==> src/rtl/cfg_fanout_pkg.sv <==
package cfg_fanout_pkg;
  // Geometry of the block.
  localparam int unsigned IN_W   = 25;
  localparam int unsigned BANK_W = 14;

  // Operating mode as seen by the mapper.
  typedef enum logic {
    MODE_STRAIGHT = 1'b0,
    MODE_DUP      = 1'b1
  } fan_mode_e;

  // Slice choice used in the duplicating mode.
  typedef enum logic {
    SLICE_LOW  = 1'b0,
    SLICE_HIGH = 1'b1
  } fan_slice_e;
endpackage

==> src/rtl/fanout_map.sv <==
module fanout_map
  import cfg_fanout_pkg::*;
#(
  parameter int unsigned IN_W_P   = IN_W,
  parameter int unsigned BANK_W_P = BANK_W
) (
  input  logic [IN_W_P-1:0]     d_i,
  input  fan_mode_e             mode_i,
  input  fan_slice_e            slice_i,
  output logic [2*BANK_W_P-1:0] word_o
);
  localparam int unsigned OUT_W = 2 * BANK_W_P;

  // Picks the 14-bit slice that feeds both banks.
  function automatic logic [BANK_W_P-1:0] pick_slice(
    input logic [IN_W_P-1:0] d,
    input fan_slice_e        s
  );
    return (s == SLICE_HIGH) ? d[IN_W_P-1 -: BANK_W_P] : d[BANK_W_P-1:0];
  endfunction

  // Builds the full output word for a given mode and slice.
  function automatic logic [OUT_W-1:0] map_word(
    input logic [IN_W_P-1:0] d,
    input fan_mode_e         m,
    input fan_slice_e        s
  );
    logic [OUT_W-1:0]    w;
    logic [BANK_W_P-1:0] sl;
    w = '0;
    if (m == MODE_STRAIGHT) begin
      w[IN_W_P-1:0] = d;
    end else begin
      sl = pick_slice(d, s);
      w  = {sl, sl};
    end
    return w;
  endfunction

  assign word_o = map_word(d_i, mode_i, slice_i);
endmodule

==> src/rtl/capture_bank.sv <==
module capture_bank #(
  parameter int unsigned W = 28
) (
  input  logic         clk_i,
  input  logic         rst_ni,
  input  logic [W-1:0] next_i,
  output logic [W-1:0] q_o
);
  always_ff @(posedge clk_i or negedge rst_ni) begin
    if (!rst_ni) q_o <= '0;
    else         q_o <= next_i;
  end
endmodule

==> src/rtl/cfg_fanout_reg.sv <==
module cfg_fanout_reg
  import cfg_fanout_pkg::*;
#(
  parameter int unsigned IN_W_P   = IN_W,
  parameter int unsigned BANK_W_P = BANK_W
) (
  input  logic                  clk_i,
  input  logic                  rst_ni,
  input  logic                  dup_mode_i,
  input  logic                  layout_b_i,
  input  logic [IN_W_P-1:0]     d_i,
  output logic [2*BANK_W_P-1:0] q_o
);
  localparam int unsigned OUT_W  = 2 * BANK_W_P;
  localparam int unsigned SLC_LO = IN_W_P - BANK_W_P;

  fan_mode_e          mode_w;
  fan_slice_e         slice_w;
  logic [OUT_W-1:0]   next_word_w;

  assign mode_w  = fan_mode_e'(dup_mode_i);
  assign slice_w = fan_slice_e'(layout_b_i);

  fanout_map #(
    .IN_W_P   (IN_W_P),
    .BANK_W_P (BANK_W_P)
  ) map_i (
    .d_i     (d_i),
    .mode_i  (mode_w),
    .slice_i (slice_w),
    .word_o  (next_word_w)
  );

  capture_bank #(
    .W (OUT_W)
  ) bank_i (
    .clk_i  (clk_i),
    .rst_ni (rst_ni),
    .next_i (next_word_w),
    .q_o    (q_o)
  );

  // Named views of the output banks for the checks below.
  logic [BANK_W_P-1:0] bank_lo_w;
  logic [BANK_W_P-1:0] bank_hi_w;
  assign bank_lo_w = q_o[BANK_W_P-1:0];
  assign bank_hi_w = q_o[OUT_W-1:BANK_W_P];

  assert_reset_clear_R1: assert property (@(posedge clk_i)
    !rst_ni |-> (q_o == '0));

  assert_straight_load_R2: assert property (@(posedge clk_i) disable iff (!rst_ni)
    !dup_mode_i |=> (q_o[IN_W_P-1:0] == $past(d_i)));

  assert_straight_spare_low_R3: assert property (@(posedge clk_i) disable iff (!rst_ni)
    !dup_mode_i |=> (q_o[OUT_W-1:IN_W_P] == '0));

  assert_banks_match_R4: assert property (@(posedge clk_i) disable iff (!rst_ni)
    dup_mode_i |=> (bank_lo_w == bank_hi_w));

  assert_low_slice_R4: assert property (@(posedge clk_i) disable iff (!rst_ni)
    (dup_mode_i && !layout_b_i) |=> (bank_lo_w == $past(d_i[BANK_W_P-1:0])));

  assert_high_slice_R5: assert property (@(posedge clk_i) disable iff (!rst_ni)
    (dup_mode_i && layout_b_i) |=> (bank_lo_w == $past(d_i[IN_W_P-1:SLC_LO])));
endmodule

==> config.mk <==
export PLATFORM = sky130hd
export DESIGN_NAME = cfg_fanout_reg
export DESIGN_NICKNAME = d
export VERILOG_FILES = /design/src/rtl/cfg_fanout_pkg.sv /design/src/rtl/fanout_map.sv /design/src/rtl/capture_bank.sv /design/src/rtl/cfg_fanout_reg.sv
export SDC_FILE = /design/constraint.sdc
export NUM_CORES = 1
export LEC_CHECK = 0
export ABC_AREA = 1
export CORE_MARGIN = 2
export CORE_UTILIZATION = 43
export CTS_CLUSTER_SIZE = 10
export DETAILED_ROUTE_END_ITERATION = 10
export PLACE_DENSITY = 0.95
export SLEW_MARGIN = 20
export SYNTH_ARGS = -nofsm -noshare
export SYNTH_HDL_FRONTEND = slang
export SYNTH_HIERARCHICAL = 1
export SYNTH_SLANG_ARGS = --single-unit
==> constraint.sdc <==
create_clock -name clk_i -period 0.8 [get_ports clk_i]
set_input_delay 0.12 -clock clk_i [delete_from_list [all_inputs] [get_ports clk_i]]
set_output_delay 0.12 -clock clk_i [all_outputs]
set_load 0.05 [all_outputs]
==> results_dict.tcl, run 1 <==
set metrics [dict create \
    pwr-share-seq_pct 44.2 \
    hold_violations 0 \
    crit_chain "buf_12" \
    wl_per_cell_um 12.68 \
    grt_pass1_wl_um 5271 \
    pre_cts_ws_ps -476.0 \
    start_util_pct 44.64 \
    overflow 0 \
    cpMaxStageDelayCell "dfrtp_1" \
    ys_seq_elements 28 \
    synth_top_area_share_pct 57.91 \
    synth_top_area_cell "dfrtp_1" \
    setup_ws_ps -250.3 \
    insertedDiodeCount 0 \
    slowest_delay_ps 440 \
    cp.arrival_ps 930 \
    rsz0062_at_grt "yes" \
    htreeDepth 1 \
    crit_type "register to primary output" \
    min_period_over_period_pct 131.3 \
    switching_share_pct 32.95 \
    cts_root_buffer "clkbuf_4" \
    final_max_slew_viol_count 0 \
    die_y_um 57.05 \
    placed_area_um2 2111 \
    tightestPinTransition_ps 251.4 \
    cts_num_sinks 28 \
    crit_buf_inv 1 \
    intPower_mw 2.485 \
    power.total_mw 3.707 \
    syn2layout_area_growth_pct 77.97 \
    avgSynthCellArea_um2 7.806 \
    finalSetupTns_ps -6373 \
    top_register "bank_i/q_o" \
    drive_gt1_share_pct 17.76 \
    violations "negative setup slack" \
    synth_fa_ha_area_share_pct 0 \
    syn_nets 184 \
    syn_inst 155 \
    max_freq_mhz 952.1 \
    grt_max_degree 29 \
    place_congestion 0.7142 \
    fin_nets 244 \
    synth-simple-area-share_pct 29.99 \
    cts-buffers-inserted 3 \
    vias 1166 \
    boundaryPins 57 \
    synthMuxAreaShare_pct 0 \
    required_ps 680 \
    largest_reg_flops 28 \
    synth_top_family_by_area "simple AND/OR/NAND/NOR gates" \
    core_um2 2710 \
    p_clk_share_pct 18.4 \
    cp-start-kind "register" \
    drt_iter0_markers 22 \
    status "complete, but fails checks" \
    max_cap_viol_count 0 \
    antenna_left 0 \
    synth_compound_area_share_pct 0 \
    final_cell_area_um2 2153 \
    die_area_um2 3254 \
    drc 0 \
    dr.pass1.iters 4 \
    clk_path_buf_depth 2 \
    dieWidth_um 57.05 \
    synth_area_um2 1210 \
    endpoint_kind "primary output" \
    path_clk_slew_ps 150 \
    wl_um 3106 \
    cts_tree "built" \
    timing.slew.headroom_pct 83.24 \
    synthTopCellsByArea "dfrtp_1 (58%), nand2_1 (24%), inv_1 (8.7%)" \
    synthXorXnorAreaFrac_pct 0 \
    powerDensity_nw_per_um2 1721 \
    routed_via_density 4.759 \
    antenna_found_initial 0 \
    rows 19 \
    largest_registers "bank_i/q_o: 28 flops" \
    p_sw_mw 1.221 \
    dp_hpwl_um 2432 \
    worstPathMaxFanout 1 \
    ys_seq_area_share_pct 57.91 \
    combPwrFrac_pct 37.4 \
    ir_drop_v 0.001582 \
    yosysWarningCount 6 \
    hold_class "input port to async pin" \
    critical-path-top-delay-family "flip-flops" \
    setup_viol 28 \
    grt_pass1_vias 1196 \
    port-buffer-count 56 \
    ys_types 8 \
    min_period_ps 1050 \
    power.static_leakage_nw 1.180 \
    grt_usage_pct 21.19 \
]
-- power groups by stage --
| stage | logic [mW] | registers (mW) | clock network (mW) |
|---|---|---|---|
| 2_1_floorplan | 0.196 | 2.03 | 0 |
| 3_5_place_dp | 1.39 | 1.67 | 0 |
| 3_3_place_gp | 1.36 | 1.66 | 0 |
| 5_1_grt | 1.46 | 1.65 | 0.759 |
| 6_report | 1.39 | 1.64 | 0.682 |
| 4_1_cts | 1.40 | 1.64 | 0.703 |
-- layer usage --
layer	global-route usage [%]	wire, um	part of all wire [%]
met3	4.535	182	5.9
met2	38.92	1709	55
met5	0	0	0
met4	8.638	66	2.1
met1	23.69	1147	37
-- cells by family after synthesis --
family / after synthesis
DFF: 28
buffers and inverters: 35
and+or+nand+nor: 92
-- placed cells by master (no fill, tap or decap) --
cell,synthesis,final
nand2_1,78,78
buf_12,0,30
dfrtp_1,28,28
inv_1,28,28
clkdlybuf4s50_1,0,26
nand3_1,14,14
clkbuf_4,0,3
inv_4,0,2
buf_4,1,2
clkbuf_8,0,1
dlymetal6s2s_1,0,1
dlygate4sd2_1,0,1
-- stage by stage --
| step | util (%) | instances | hold slack (ps) |
|---|---|---|---|
| floorplan | - | 155 | -175.6 |
| global placement | 77.89 | 241 | 504.7 |
| detailed placement | 77.89 | 241 | 503.0 |
| CTS | 79.36 | 245 | 126.2 |
| global route | 79.46 | 245 | 129.6 |
| finish | 79.46 | 245 | 120.4 |
-- worst paths after layout --
check | startpoint | to | cells past startpoint | slack [ps]
min in group clk_i | dup_mode_i | bank_i/q_o[0] | 4 | 250
worst max-delay path | bank_i/q_o[16] | q_o[16] | 1 | -250
max in group asynchronous | rst_ni | bank_i/q_o[20] | 2 | 520
worst min-delay path | rst_ni | bank_i/q_o[11] | 2 | 120
-- synthesized netlist by cell type, drive strengths merged --
| cell type | instances |
|---|---|
| nand2 | 78 |
| inv | 30 |
| nand3 | 14 |
| dfrtp | 28 |
| buf | 5 |
-- final cells by class --
class / count / area [um2]
Sequential cell: 28 / 700.7
Inverter: 30 / 117.6
Clock buffer: 4 / 36.28
Timing Repair Buffer: 60 / 897.1
Multi-Input combinational cell: 92 / 362.8
Fill cell: 183 / 556.8
Tap cell: 31 / 38.79
-- timing repair --
item | in CTS | in global routing
pin swaps | 0 | 0
hold buffers | 0 | 0
endpoints found under the hold margin | 0 | 0
setup endpoints to repair | 56 | 31
gates cloned | 0 | 0
setup buffers | 0 | 0
resized for setup | 3 | 1
Power figures use the tool's default switching activity.
==> run 2, diff against run 1 <==
--- a/config.mk
+++ b/config.mk
@@ -14,5 +14,4 @@
 export SLEW_MARGIN = 20
 export SYNTH_ARGS = -nofsm -noshare
 export SYNTH_HDL_FRONTEND = slang
-export SYNTH_HIERARCHICAL = 1
 export SYNTH_SLANG_ARGS = --single-unit
==> results_dict.tcl, run 2 <==
set metrics [dict create \
    status "complete, but fails checks" \
    violations "negative setup slack" \
    nFillCells 153 \
    pre_cts_ws_ps -391.3 \
    wl_met2_um 1713 \
    final_cell_area_um2 2172 \
    grt_max_degree 29 \
    tightestPinTransition_ps 246.3 \
    drt_iter0_markers 20 \
    synth_enable_flop_cells 0 \
    cts_hold_buf 0 \
    cpMaxStageDelayCell "dfrtp_1" \
    ys_seq_elements 28 \
    timing.slew.headroom_pct 83.58 \
    intPower_mw 2.714 \
    largest_registers "bank_i.q_o: 28 flops" \
    crit_type "register to primary output" \
    ys_types 8 \
    wl_met3_um 159 \
    grt_pass1_vias 1107 \
    syn2layout_area_growth_pct 79.52 \
    cp-start-kind "register" \
    critical-path-top-delay-family "flip-flops" \
    path_clk_slew_ps 150 \
    wl_met1_um 1113 \
    final_max_slew_viol_count 0 \
    min_period_over_period_pct 131.2 \
    syn_nets 184 \
    die_y_um 57.05 \
    post-cts-setup-buffers 0 \
    routed_via_density 4.793 \
    endpoint_kind "primary output" \
    drive_gt1_share_pct 18.14 \
    wl_per_cell_um 12.64 \
    hold_class "input port to async pin" \
    max_freq_mhz 952.5 \
    min_period_ps 1050 \
    cts_tree "built" \
    fin_nets 245 \
    setup_ws_ps -249.9 \
    antenna_found_initial 0 \
    async_reset_ff_share_pct 100.0 \
    p_sw_mw 1.247 \
    max_cap_viol_count 0 \
    top_register "bank_i.q_o" \
    largest_reg_flops 28 \
    ys_seq_area_share_pct 57.91 \
    synth_top_area_cell "dfrtp_1" \
    core_um2 2710 \
    wl_um 3110 \
    cts-buffers-inserted 3 \
    crit_chain "buf_12" \
    die_area_um2 3254 \
    syn_inst 155 \
    start_util_pct 44.64 \
    dieWidth_um 57.05 \
    overflow 0 \
    synth_top_area_share_pct 57.91 \
    slowest_delay_ps 440 \
    dr.pass1.iters 4 \
    vias 1179 \
    clk_path_buf_depth 2 \
    drc 0 \
    rsz0062_at_grt "yes" \
    rows 19 \
    crit_buf_inv 1 \
    final_cell_mix "nand2_1 (78), buf_12 (29), inv_1 (28), dfrtp_1 (28), clkdlybuf4s50_1 (26)" \
    dp_hpwl_um 2338 \
    hold_violations 0 \
    cp.arrival_ps 930 \
    place_congestion 0.7837 \
    combPwrFrac_pct 35.1 \
    yosys-top-cells-count "nand2_1 (78), dfrtp_1 (28), inv_1 (28)" \
    avgSynthCellArea_um2 7.806 \
    htreeDepth 1 \
    synth_area_um2 1210 \
    placed_area_um2 2106 \
    worstPathMaxFanout 1 \
    top_layer "met4" \
    grt_pass1_wl_um 5099 \
    power.static_leakage_nw 1.190 \
    powerDensity_nw_per_um2 1823 \
    setup_viol 28 \
    ir_drop_v 0.001563 \
    port-buffer-count 56 \
    antenna_left 0 \
    p_clk_share_pct 23.5 \
    pwr-share-seq_pct 41.4 \
    boundaryPins 57 \
    required_ps 680 \
    switching_share_pct 31.48 \
    yosysWarningCount 0 \
    synthTopCellsByArea "dfrtp_1 (58%), nand2_1 (24%), inv_1 (8.7%)" \
    finalSetupTns_ps -6572 \
    cts_num_sinks 28 \
    yosysMostFrequentCell "nand2_1" \
    insertedDiodeCount 0 \
    final_common_cell "nand2_1" \
    cts_root_buffer "clkbuf_4" \
    grt_usage_pct 20.96 \
    synth_ff_type "dfrtp_1" \
]
==> run 2: cell types whose count changed in the layout (fill, tap and decap cells not counted), sizes merged <==
cell	delta
bufinv	+1
clkbuf	-1
buf	+1
==> run 2: power by group through the flow <==
stage | logic, mW | clock network, mW | registers [mW]
6_report | 1.39 | 0.931 | 1.64
5_1_grt | 1.46 | 0.997 | 1.65
4_1_cts | 1.40 | 0.956 | 1.64
3_5_place_dp | 1.38 | 0 | 1.67
3_3_place_gp | 1.36 | 0 | 1.66
2_1_floorplan | 0.196 | 0 | 2.03
==> run 2: cell families (layout without fill, tap and decap cells) <==
logic type             count (synthesis)  count (layout)  share of synthesized area (%)
AND/OR/NAND/NOR                       92              92                          29.99
buffers and inverters                 35              95                          12.10
flip-flops                            28              28                          57.91
==> run 2: what timing repair did <==
| item | CTS | global route |
|---|---|---|
| cloned | 0 | 0 |
| setup endpoints to repair | 39 | 29 |
| gates resized for setup | 5 | 1 |
==> run 2: worst max path at each step <==
stage	from	to	slack [ps]	cells past startpoint
global placement	dup_mode_i	bank_i.q_o[20]	-330	4
CTS	bank_i.q_o[27]	q_o[27]	-260	1
global route	bank_i.q_o[21]	q_o[21]	-290	1
finish	bank_i.q_o[11]	q_o[11]	-250	1
floorplan	bank_i.q_o[0]	q_o[0]	90	0
detailed placement	layout_b_i	bank_i.q_o[23]	-390	5
==> run 2: final cells by class <==
cell class | count | area, um2 | share of cell area (%)
Clock buffer | 3 | 22.52 | 1.037
Clock inverter | 1 | 30.03 | 1.382
Inverter | 30 | 117.6 | 5.415
Multi-Input combinational cell | 92 | 362.8 | 16.71
Sequential cell | 28 | 700.7 | 32.26
Tap cell | 31 | 38.79 | 1.786
Timing Repair Buffer | 61 | 899.6 | 41.42
==> run 2: metrics by stage <==
stage | hold WS, ps | utilization [%] | total power, mW | instances
after CTS | 128.8 | 80.06 | 3.994 | 246
final | 125.4 | 80.15 | 3.960 | 246
after floorplan | -175.6 | - | 2.225 | 155
after global placement | 502.6 | 77.70 | 3.019 | 242
after detailed placement | 503.6 | 77.70 | 3.052 | 242
after global routing | 130.3 | 80.15 | 4.106 | 246
==> run 2: routing by layer <==
| layer | global-route usage, % | vias up |
|---|---|---|
| met2 | 37.60 | 49 |
| met5 | 0 | - |
| met1 | 23.12 | 547 |
| met4 | 11.30 | 0 |
| li1 | - | 569 |
| met3 | 4.308 | 14 |
==> run 3, diff against run 2 <==
--- a/config.mk
+++ b/config.mk
@@ -8,8 +8,9 @@
 export ABC_AREA = 1
 export CORE_MARGIN = 2
 export CORE_UTILIZATION = 43
-export CTS_CLUSTER_SIZE = 10
+export CTS_CLUSTER_SIZE = 8
 export DETAILED_ROUTE_END_ITERATION = 10
+export GPL_TIMING_DRIVEN = 0
 export PLACE_DENSITY = 0.95
 export SLEW_MARGIN = 20
 export SYNTH_ARGS = -nofsm -noshare
==> results_dict.tcl, run 3 (same netlist as run 2, synthesis figures left out) <==
set metrics [dict create \
    crit_type "register to primary output" \
    cts_num_sinks 28 \
    port-buffer-count 56 \
    final_cell_area_um2 1906 \
    required_ps 680 \
    worstPathMaxFanout 1 \
    start_util_pct 44.64 \
    dieWidth_um 57.05 \
    min_period_over_period_pct 127.8 \
    max_freq_mhz 977.9 \
    max_cap_viol_count 0 \
    power.static_leakage_nw 1.090 \
    largest_registers "bank_i.q_o: 28 flops" \
    drc 0 \
    multi_input_comb_area_um2 362.8 \
    critical-path-top-delay-family "flip-flops" \
    core_um2 2710 \
    grt_pass1_wl_um 4974 \
    ir_drop_v 0.001275 \
    final_util_pct 70.31 \
    cp.arrival_ps 900 \
    crit_buf_inv 1 \
    crit_start "bank_i.q_o[25]" \
    final_cell_mix "nand2_1 (78), buf_6 (30), inv_1 (28), dfrtp_1 (28), clkdlybuf4s50_1 (25)" \
    place_congestion 0.8047 \
    fin_nets 246 \
    drive_gt1_share_pct 18.52 \
    wl_um 2898 \
    dr.pass1.iters 4 \
    overflow 0 \
    grt_usage_pct 19.69 \
    setup_ws_ps -222.6 \
    cts_tree "built" \
    setup_viol 28 \
    timing.slew.headroom_pct 75.14 \
    grt_pass1_vias 1191 \
    vias 1159 \
    insertedDiodeCount 0 \
    place_inst 242 \
    die_y_um 57.05 \
    slowest_delay_ps 420 \
    largest_reg_flops 28 \
    finalSetupTns_ps -5561 \
    fin_cells 247 \
    antenna_left 0 \
    path_clk_slew_ps 150 \
    cpMaxStageDelayCell "dfrtp_1" \
    clk_path_buf_depth 2 \
    final_common_cell "nand2_1" \
    globalRouteMet1Util_pct 22.42 \
    grt_util_met2_pct 37.11 \
    grt_max_degree 29 \
    post-cts-setup-buffers 0 \
    wl_per_cell_um 11.73 \
    die_area_um2 3254 \
    violations "negative setup slack" \
    drt_iter0_markers 22 \
    crit_chain "buf_6" \
    hold-worst-slack_ps 251.4 \
    syn2layout_area_growth_pct 57.50 \
    seq_area_um2 700.7 \
    busiest_layer "met2" \
    final_max_slew_viol_count 0 \
    met3_usage_pct 3.855 \
    cts_root_buffer "clkbuf_4" \
    dp_hpwl_um 2234 \
    tightestPinTransition_ps 372.9 \
    top_register "bank_i.q_o" \
    status "complete, but fails checks" \
    cts-buffers-inserted 3 \
    rsz0062_at_grt "yes" \
    pre_cts_ws_ps -521.0 \
    power.total_mw 3.651 \
    rows 19 \
    boundaryPins 57 \
    hold_violations 0 \
    nFillCells 223 \
    powerDensity_nw_per_um2 1916 \
    htreeDepth 1 \
    min_period_ps 1023 \
    routed_via_density 4.692 \
    placed_area_um2 1804 \
    hold_class "input port to async pin" \
    cp-start-kind "register" \
    antenna_found_initial 0 \
    endpoint_kind "primary output" \
]
run 3: cell types whose count changed in the layout (fill, tap and decap cells not counted), sizes merged:
cell / change
dlygate4sd2: +1
dlygate4sd3: +1
clkbuf: +1
dlymetal6s2s: -1
clkdlybuf4s50: -1
run 3: worst max-delay path by stage:
stage | to | slack (ps) | cells after the start
final | q_o[25] | -220 | 1
after global routing | q_o[25] | -280 | 1
after CTS | q_o[25] | -240 | 1
after detailed placement | bank_i.q_o[21] | -520 | 5
after global placement | bank_i.q_o[22] | -720 | 1
after floorplan | q_o[0] | 90 | 0
run 3: final cells by class:
type | instances | area share [%]
well taps | 31 | 2.035
flip-flops and latches | 28 | 36.77
inverters | 30 | 5.909
plain buffers | 5 | 1.970
multi-input cells | 92 | 19.04
clock inverters | 1 | 1.576
repair buffers | 57 | 31.52
clock buffers | 3 | 1.182
run 3: what timing repair did:
action / in CTS / in global routing
hold endpoints to repair: 28 / 0
resized for setup: 199 / 1
endpoints found under the setup margin: 53 / 56
gates cloned: 0 / 0
hold buffers: 1 / 0
run 3: routing by layer:
metal / wire [um] / vias to the layer above
li1: - / 573
met1: 1137 / 546
met2: 1583 / 34
met3: 136 / 6
met4: 40 / 0
met5: 0 / -
run 3: where the power goes:
part | internal [mW] | total (mW) | switching [mW]
Clock | 0.506 | 0.920 | 0.414
Combinational | 0.435 | 1.14 | 0.706
Sequential | 1.53 | 1.59 | 0.0562
Total | 2.47 | 3.65 | 1.18
